[src/rtl/dbw_pkg.sv]
package dbw_pkg;

   localparam int unsigned PAIR_STRIDE = 16;
   localparam int unsigned PAT_OFFSET  = 14;
   localparam int unsigned MSK_OFFSET  = 15;

   typedef enum logic [1:0] {
      SLOT_NONE = 2'd0,
      SLOT_PAT  = 2'd1,
      SLOT_MSK  = 2'd2
   } slot_kind_e;

   function automatic int unsigned pat_slot(input int unsigned n);
      return PAT_OFFSET + PAIR_STRIDE * n;
   endfunction

   function automatic int unsigned msk_slot(input int unsigned n);
      return MSK_OFFSET + PAIR_STRIDE * n;
   endfunction

endpackage

[src/rtl/dbw_decode.sv]
module dbw_decode
   import dbw_pkg::*;
#(
   parameter int unsigned IDX_W     = 5,
   parameter int unsigned NUM_PAIRS = 2
) (
   input  logic [IDX_W-1:0]     idx,
   output logic [NUM_PAIRS-1:0] pat_sel,
   output logic [NUM_PAIRS-1:0] msk_sel,
   output slot_kind_e           kind
);

   for (genvar n = 0; n < NUM_PAIRS; n++) begin : g_slot
      localparam logic [IDX_W-1:0] PAT_IDX = IDX_W'(pat_slot(n));
      localparam logic [IDX_W-1:0] MSK_IDX = IDX_W'(msk_slot(n));
      assign pat_sel[n] = (idx == PAT_IDX);
      assign msk_sel[n] = (idx == MSK_IDX);
   end

   always_comb begin
      if (|pat_sel)      kind = SLOT_PAT;
      else if (|msk_sel) kind = SLOT_MSK;
      else               kind = SLOT_NONE;
   end

endmodule

[src/rtl/dbw_regbank.sv]
module dbw_regbank
   import dbw_pkg::*;
#(
   parameter int unsigned DATA_W    = 32,
   parameter int unsigned NUM_PAIRS = 2
) (
   input  logic                              clk,
   input  logic                              rst_n,
   input  logic                              wr,
   input  logic                              rd,
   input  logic [DATA_W-1:0]                 wdata,
   input  logic [NUM_PAIRS-1:0]              pat_sel,
   input  logic [NUM_PAIRS-1:0]              msk_sel,
   input  slot_kind_e                        kind,
   output logic [DATA_W-1:0]                 rdata,
   output logic                              err,
   output logic [NUM_PAIRS-1:0][DATA_W-1:0]  pat_o,
   output logic [NUM_PAIRS-1:0][DATA_W-1:0]  msk_o
);

   logic [NUM_PAIRS-1:0][DATA_W-1:0] pat_q;
   logic [NUM_PAIRS-1:0][DATA_W-1:0] msk_q;
   logic [DATA_W-1:0]                rd_val;
   logic                             rd_ok;

   // storage is deliberately left without reset
   for (genvar n = 0; n < NUM_PAIRS; n++) begin : g_store
      always_ff @(posedge clk) begin
         if (wr && pat_sel[n]) pat_q[n] <= wdata;
         if (wr && msk_sel[n]) msk_q[n] <= wdata;
      end


      pat_write_chk: assert property (@(posedge clk) disable iff (!rst_n)
         (wr && pat_sel[n]) |=> (pat_q[n] == $past(wdata)))
         else $error("pattern store lost a write");
   end

   always_comb begin
      rd_val = '0;
      for (int n = 0; n < NUM_PAIRS; n++) begin
         if (pat_sel[n]) rd_val = rd_val | pat_q[n];
      end
   end

   assign rd_ok = (kind == SLOT_PAT);

   always_ff @(posedge clk or negedge rst_n) begin
      if (!rst_n) begin
         rdata <= '0;
         err   <= 1'b0;
      end else begin
         err <= rd && !rd_ok;
         if (rd) rdata <= rd_ok ? rd_val : '0;
      end
   end

   assign pat_o = pat_q;
   assign msk_o = msk_q;


   err_idle_chk: assert property (@(posedge clk) disable iff (!rst_n)
      !rd |=> !err)
      else $error("error strobe without a read");


   err_zero_chk: assert property (@(posedge clk) disable iff (!rst_n)
      err |-> (rdata == '0))
      else $error("failed read returned data");

endmodule

[src/rtl/dbw_match.sv]
module dbw_match #(
   parameter int unsigned DATA_W = 32
) (
   input  logic              clk,
   input  logic              rst_n,
   input  logic              en,
   input  logic              valid,
   input  logic [DATA_W-1:0] data,
   input  logic [DATA_W-1:0] pat,
   input  logic [DATA_W-1:0] msk,
   output logic              hit
);

   logic [DATA_W-1:0] diff;
   logic              eq;

   assign diff = (data ^ pat) & ~msk;
   assign eq   = (diff == '0);

   always_ff @(posedge clk or negedge rst_n) begin
      if (!rst_n) hit <= 1'b0;
      else        hit <= en && valid && eq;
   end


   hit_gate_chk: assert property (@(posedge clk) disable iff (!rst_n)
      !en |=> !hit)
      else $error("match flag raised while disabled");


   hit_valid_chk: assert property (@(posedge clk) disable iff (!rst_n)
      !valid |=> !hit)
      else $error("match flag raised without an access");


   full_mask_hit_chk: assert property (@(posedge clk) disable iff (!rst_n)
      (en && valid && (&msk)) |=> hit)
      else $error("fully masked compare did not match");

endmodule

[src/rtl/dbw_data_watch.sv]
module dbw_data_watch
   import dbw_pkg::*;
#(
   parameter int unsigned DATA_W    = 32,
   parameter int unsigned IDX_W     = 5,
   parameter int unsigned NUM_PAIRS = 2
) (
   input  logic                 clk,
   input  logic                 rst_n,
   input  logic [IDX_W-1:0]     reg_idx,
   input  logic                 reg_wr,
   input  logic                 reg_rd,
   input  logic [DATA_W-1:0]    reg_wdata,
   output logic [DATA_W-1:0]    reg_rdata,
   output logic                 reg_err,
   input  logic                 acc_valid,
   input  logic [DATA_W-1:0]    acc_data,
   input  logic [NUM_PAIRS-1:0] trig_en,
   output logic [NUM_PAIRS-1:0] hit
);

   localparam int unsigned TOP_SLOT = msk_slot(NUM_PAIRS - 1);

   if (DATA_W < 1) begin : g_bad_width
      $error("DATA_W must be at least 1");
   end
   if (NUM_PAIRS < 1) begin : g_bad_pairs
      $error("NUM_PAIRS must be at least 1");
   end
   if (TOP_SLOT >= (1 << IDX_W)) begin : g_bad_index
      $error("register slots do not fit the index width");
   end

   logic [NUM_PAIRS-1:0]             pat_sel;
   logic [NUM_PAIRS-1:0]             msk_sel;
   slot_kind_e                       kind;
   logic [NUM_PAIRS-1:0][DATA_W-1:0] pat_w;
   logic [NUM_PAIRS-1:0][DATA_W-1:0] msk_w;

   dbw_decode #(
      .IDX_W     (IDX_W),
      .NUM_PAIRS (NUM_PAIRS)
   ) u_decode (
      .idx     (reg_idx),
      .pat_sel (pat_sel),
      .msk_sel (msk_sel),
      .kind    (kind)
   );

   dbw_regbank #(
      .DATA_W    (DATA_W),
      .NUM_PAIRS (NUM_PAIRS)
   ) u_bank (
      .clk     (clk),
      .rst_n   (rst_n),
      .wr      (reg_wr),
      .rd      (reg_rd),
      .wdata   (reg_wdata),
      .pat_sel (pat_sel),
      .msk_sel (msk_sel),
      .kind    (kind),
      .rdata   (reg_rdata),
      .err     (reg_err),
      .pat_o   (pat_w),
      .msk_o   (msk_w)
   );

   for (genvar n = 0; n < NUM_PAIRS; n++) begin : g_pair
      dbw_match #(
         .DATA_W (DATA_W)
      ) u_match (
         .clk   (clk),
         .rst_n (rst_n),
         .en    (trig_en[n]),
         .valid (acc_valid),
         .data  (acc_data),
         .pat   (pat_w[n]),
         .msk   (msk_w[n]),
         .hit   (hit[n])
      );
   end

endmodule

[config.mk]
export PLATFORM = sky130hd
export DESIGN_NAME = dbw_data_watch
export DESIGN_NICKNAME = d
export VERILOG_FILES = /design/src/rtl/dbw_pkg.sv /design/src/rtl/dbw_decode.sv /design/src/rtl/dbw_regbank.sv /design/src/rtl/dbw_match.sv /design/src/rtl/dbw_data_watch.sv
export SDC_FILE = /design/constraint.sdc
export NUM_CORES = 1
export LEC_CHECK = 0
export BUFFER_PORTS_ARGS = -buffer_cell sky130_fd_sc_hd__buf_2
export CAP_MARGIN = 30
export CORE_MARGIN = 5
export CORE_UTILIZATION = 50
export DETAILED_ROUTE_END_ITERATION = 10
export GPL_ROUTABILITY_DRIVEN = 1
export PLACE_DENSITY = 0.75
export SLEW_MARGIN = 20
export SYNTH_ARGS = -nofsm -noshare
export SYNTH_HDL_FRONTEND = slang
export SYNTH_SLANG_ARGS = --single-unit
[constraint.sdc]
create_clock -name clk -period 1.2 [get_ports clk]
set_clock_uncertainty 0.2 [all_clocks]
set_input_delay 0.18 -clock clk [delete_from_list [all_inputs] [get_ports clk]]
set_output_delay 0.18 -clock clk [all_outputs]
set_load 0.01 [all_outputs]
==> implementation parameters <==
Parameter                              Value

Synthesis
  Net count after synthesis ... 477
  Synth area leader ... sky130_fd_sc_hd__edfxtp_1
  Unique cell type count in the Yosys netlist ... 18
  Share of the yosys chip area belonging to registers ... 74.1%
  Number of instances in the synthesized netlist ... 401
  Per-instance average area after synthesis ... 15.9 µm²
  Top cells by area, synth ... sky130_fd_sc_hd__edfxtp_1, sky130_fd_sc_hd__dfrtp_1, sky130_fd_sc_hd__xnor2_1, sky130_fd_sc_hd__o22ai_1, sky130_fd_sc_hd__mux2i_1
  Share of Yosys cell area claimed by the top area cell type ... 60.4%
  Netlist area before placement ... 6370 µm²
  Total of warnings raised by yosys ... 0
  Post-synthesis register bit count ... 163

Floorplanning
  Number of placement rows ... 41
  Vertical die dimension ... 123 µm
  Number of top-level pins ... 111
  Core Region ... 12600 µm²
  Die footprint ... 15100 µm²
  Die boundary width ... 123 µm
  Initial core utilization ... 50.7%

Final layout
  Sequential cell area ... 4720 µm²
  Final Instance Count excl. Fillers ... 788
  Fill count ... 832
  Leading cell type in the layout, fill and taps excluded ... sky130_fd_sc_hd__edfxtp_1
  Area overhead of the layout relative to synthesis ... 35.5%
  Nets ... 679
  Commonest non-fill, non-tap cells in the layout ... sky130_fd_sc_hd__edfxtp_1, sky130_fd_sc_hd__buf_2, sky130_fd_sc_hd__xnor2_1
  Area occupied by multi-input gates ... 1600 µm²
  Total non-filler cell area in the finished layout ... 8630 µm²
  Fraction of layout cells with a size suffix above 1 ... 35.1%
  Final antenna diode count ... 0

STA
  Relative slew margins ... 77.5%
  Unrepaired setup endpoints after global routing ... true
  Post-route clock period utilization ... 129%
  Final hold violation count ... 0
  Transition time at the pin with the least slew margin ... 0.337 ns
  Setup violations, final ... 37
  Shortest clock period the worst path allows after layout ... 1.55 ns
  Max Clk Rate ... 645 MHz
  Final slew viol count ... 0
  Worst hold slack ... 0.0268 ns
  Final WS setup ... -0.350 ns

Setup path
  Series of cell instances along the critical path ... xnor2_2, o22ai_1, nor2_1, o2111ai_1, nor3_2
  CP max-delay cell ... sky130_fd_sc_hd__edfxtp_1
  Crit path kind ... reg -> reg
  CP arrival ... 1.69 ns
  Required time of the critical path ... 1.34 ns
  Launching point of the worst reg2reg path ... u_bank.pat_o[58]
  Crit start category ... register
  Timing startpoint of the critical path ... u_bank.pat_o[58]
  Critical path's largest stage delay ... 0.43 ns
  Largest fanout of any net on the critical path ... 2
  Endpoint class of the critical path ... register

Routing
  Routed WL per cell ... 18.8 µm
  Routed wire length ... 14.8 mm
  Top Layer Used ... met4
  Via count ... 4000
  Final ANT Viol Nets ... 0
  Post-route met1 wirelength ... 5.89 mm
  Number of design-rule violations left by the first detailed-router iteration ... 306
  Number of vias per cell ... 5.08
  Count of unresolved DRC violations after routing ... 0
  Length of routed met2 wiring ... 7.81 mm
  Met3 routed WL ... 904 µm
  Detailed-routing iteration count for the pre-antenna-repair pass ... 4

Placed design
  Hpwl dp ... 10.1 mm
  Input/output buffers ... 110
  Area post-placement ... 7500 µm²
  Number of placed cells counting well taps ... 704
  Final Wtd Congestion ... 0.825

CTS
  TritonCTS clock tree ... yes
  Number of levels the H-tree was split into ... 4
  Clock slew at the register clock pins of the worst setup and hold paths ... 0.06 ns
  TritonCTS Buffers ... 17
  Clock tree sinks ... 163
  Clock insertion delay at the later pin of the skew report ... 0.42 ns
  Buffers from clock root to sink, at most ... 2
  Clk root buf ... sky130_fd_sc_hd__clkbuf_16

Outcome
  Outcome ... complete, but fails checks
  Failing checks ... setup timing

Global route
  Total routing resource utilization after global routing ... 20.6%
  Wire length of the first global-routing pass ... 22.9 mm
  Initial antenna violation count ... 0
  Vias in the first global route ... 4315
  Largest net degree at the start of global routing ... 36
  Congestion Overflow GR ... 0

Pwr
  Pwr per Cell Area ... 1400 nW/µm²
  VDD IR max ... 0.985 mV
  Leak Pwr ... 3.35 nW
  Overall Power ... 0.0121 W

Min path
  Classification of the worst-slack hold path ... in -> reg
  Min-delay src ... reg_rd

Flow run
  Max-cap violations ... 0
[critical path, delay by kind of cell, from the launching register on]
family           cells  cell delay [ns]
flip-flops           1             0.43
AND/OR/NAND/NOR      2             0.36
AO/OA/AOI/OAI        2             0.29
XOR/XNOR             1             0.18
[timing repair]
action | in CTS | in global routing
setup endpoints to repair | 38 | 40
hold buffers | 37 | 0
gates resized for setup | 6 | 15
hold endpoints to repair | 166 | 0
pin swaps | 13 | 13
setup buffers | 7 | 11
[worst paths after layout]
check                                        endpoint  slack [ns]  depth (start not counted)
min in group asynchronous             u_bank.rdata[3]        0.06                          3
worst min-delay path                 u_bank.rdata[29]        0.03                          3
worst min register to register       u_bank.rdata[14]        0.32                          2
worst max-delay path            g_pair[1].u_match.hit       -0.35                          5
worst max register to register  g_pair[1].u_match.hit       -0.35                          5
max in group asynchronous            u_bank.rdata[22]        0.53                          3
[cell usage after synthesis (all sizes together)]
master   number
buf          10
clkbuf        3
dfrtp        35
edfxtp      128
inv          33
mux2i        32
nand2         3
nand3         2
nand4         2
nor2         18
nor2b         1
nor3          4
o2111ai       4
o22a          2
o22ai        60
xnor2        64
[stage by stage]
stage / setup TNS (ns) / util (%) / setup WS (ns)
5_1_grt: -5.92 / 68.6 / -0.433
3_3_place_gp: -42.33 / 59.6 / -0.298
4_1_cts: -5.00 / 67.5 / -0.341
3_5_place_dp: -46.14 / 59.6 / -0.327
2_1_floorplan: -67.25 / - / -0.656
6_report: -4.49 / 68.6 / -0.350
[layout make-up]
class                   count  area share (%)
clock buffers              18            4.97
repair buffers            196            16.4
clock inverters            14            1.35
flip-flops and latches    163            54.7
multi-input cells         192            18.6
well taps                 172            2.49
inverters                  33            1.52
[cells by family after synthesis]
group / count (synthesis) / share of synthesized area, %
DFF: 163 / 74.1
AOI/OAI and AO/OA: 66 / 6.72
xor gates and xnor gates: 64 / 8.81
buffers and inverters: 46 / 3.14
muxes: 32 / 5.03
and+or+nand+nor: 30 / 2.16
[sequential cells by signal, summed over array words and instances, names as in the netlist]
| name | count |
|---|---|
| u_bank.pat_o | 64 |
| u_bank.err | 1 |
| u_bank.msk_o | 64 |
| g_pair.u_match.hit | 2 |
| u_bank.rdata | 32 |
[routing by layer]
layer	GRT usage, %	vias to the layer above
li1	-	1896
met1	26.1	1945
met2	35.5	141
met3	4.56	18
met4	6.44	0
met5	0	-
[where the power goes]
part	internal, W	leakage, nW	total [W]	switching, W
registers	0.00618	1.64	0.00621	0.0000360
clock network	0.00284	0.264	0.00499	0.00215
logic	0.000434	1.45	0.000871	0.000436
No activity file was read; power rests on OpenSTA's default activity.
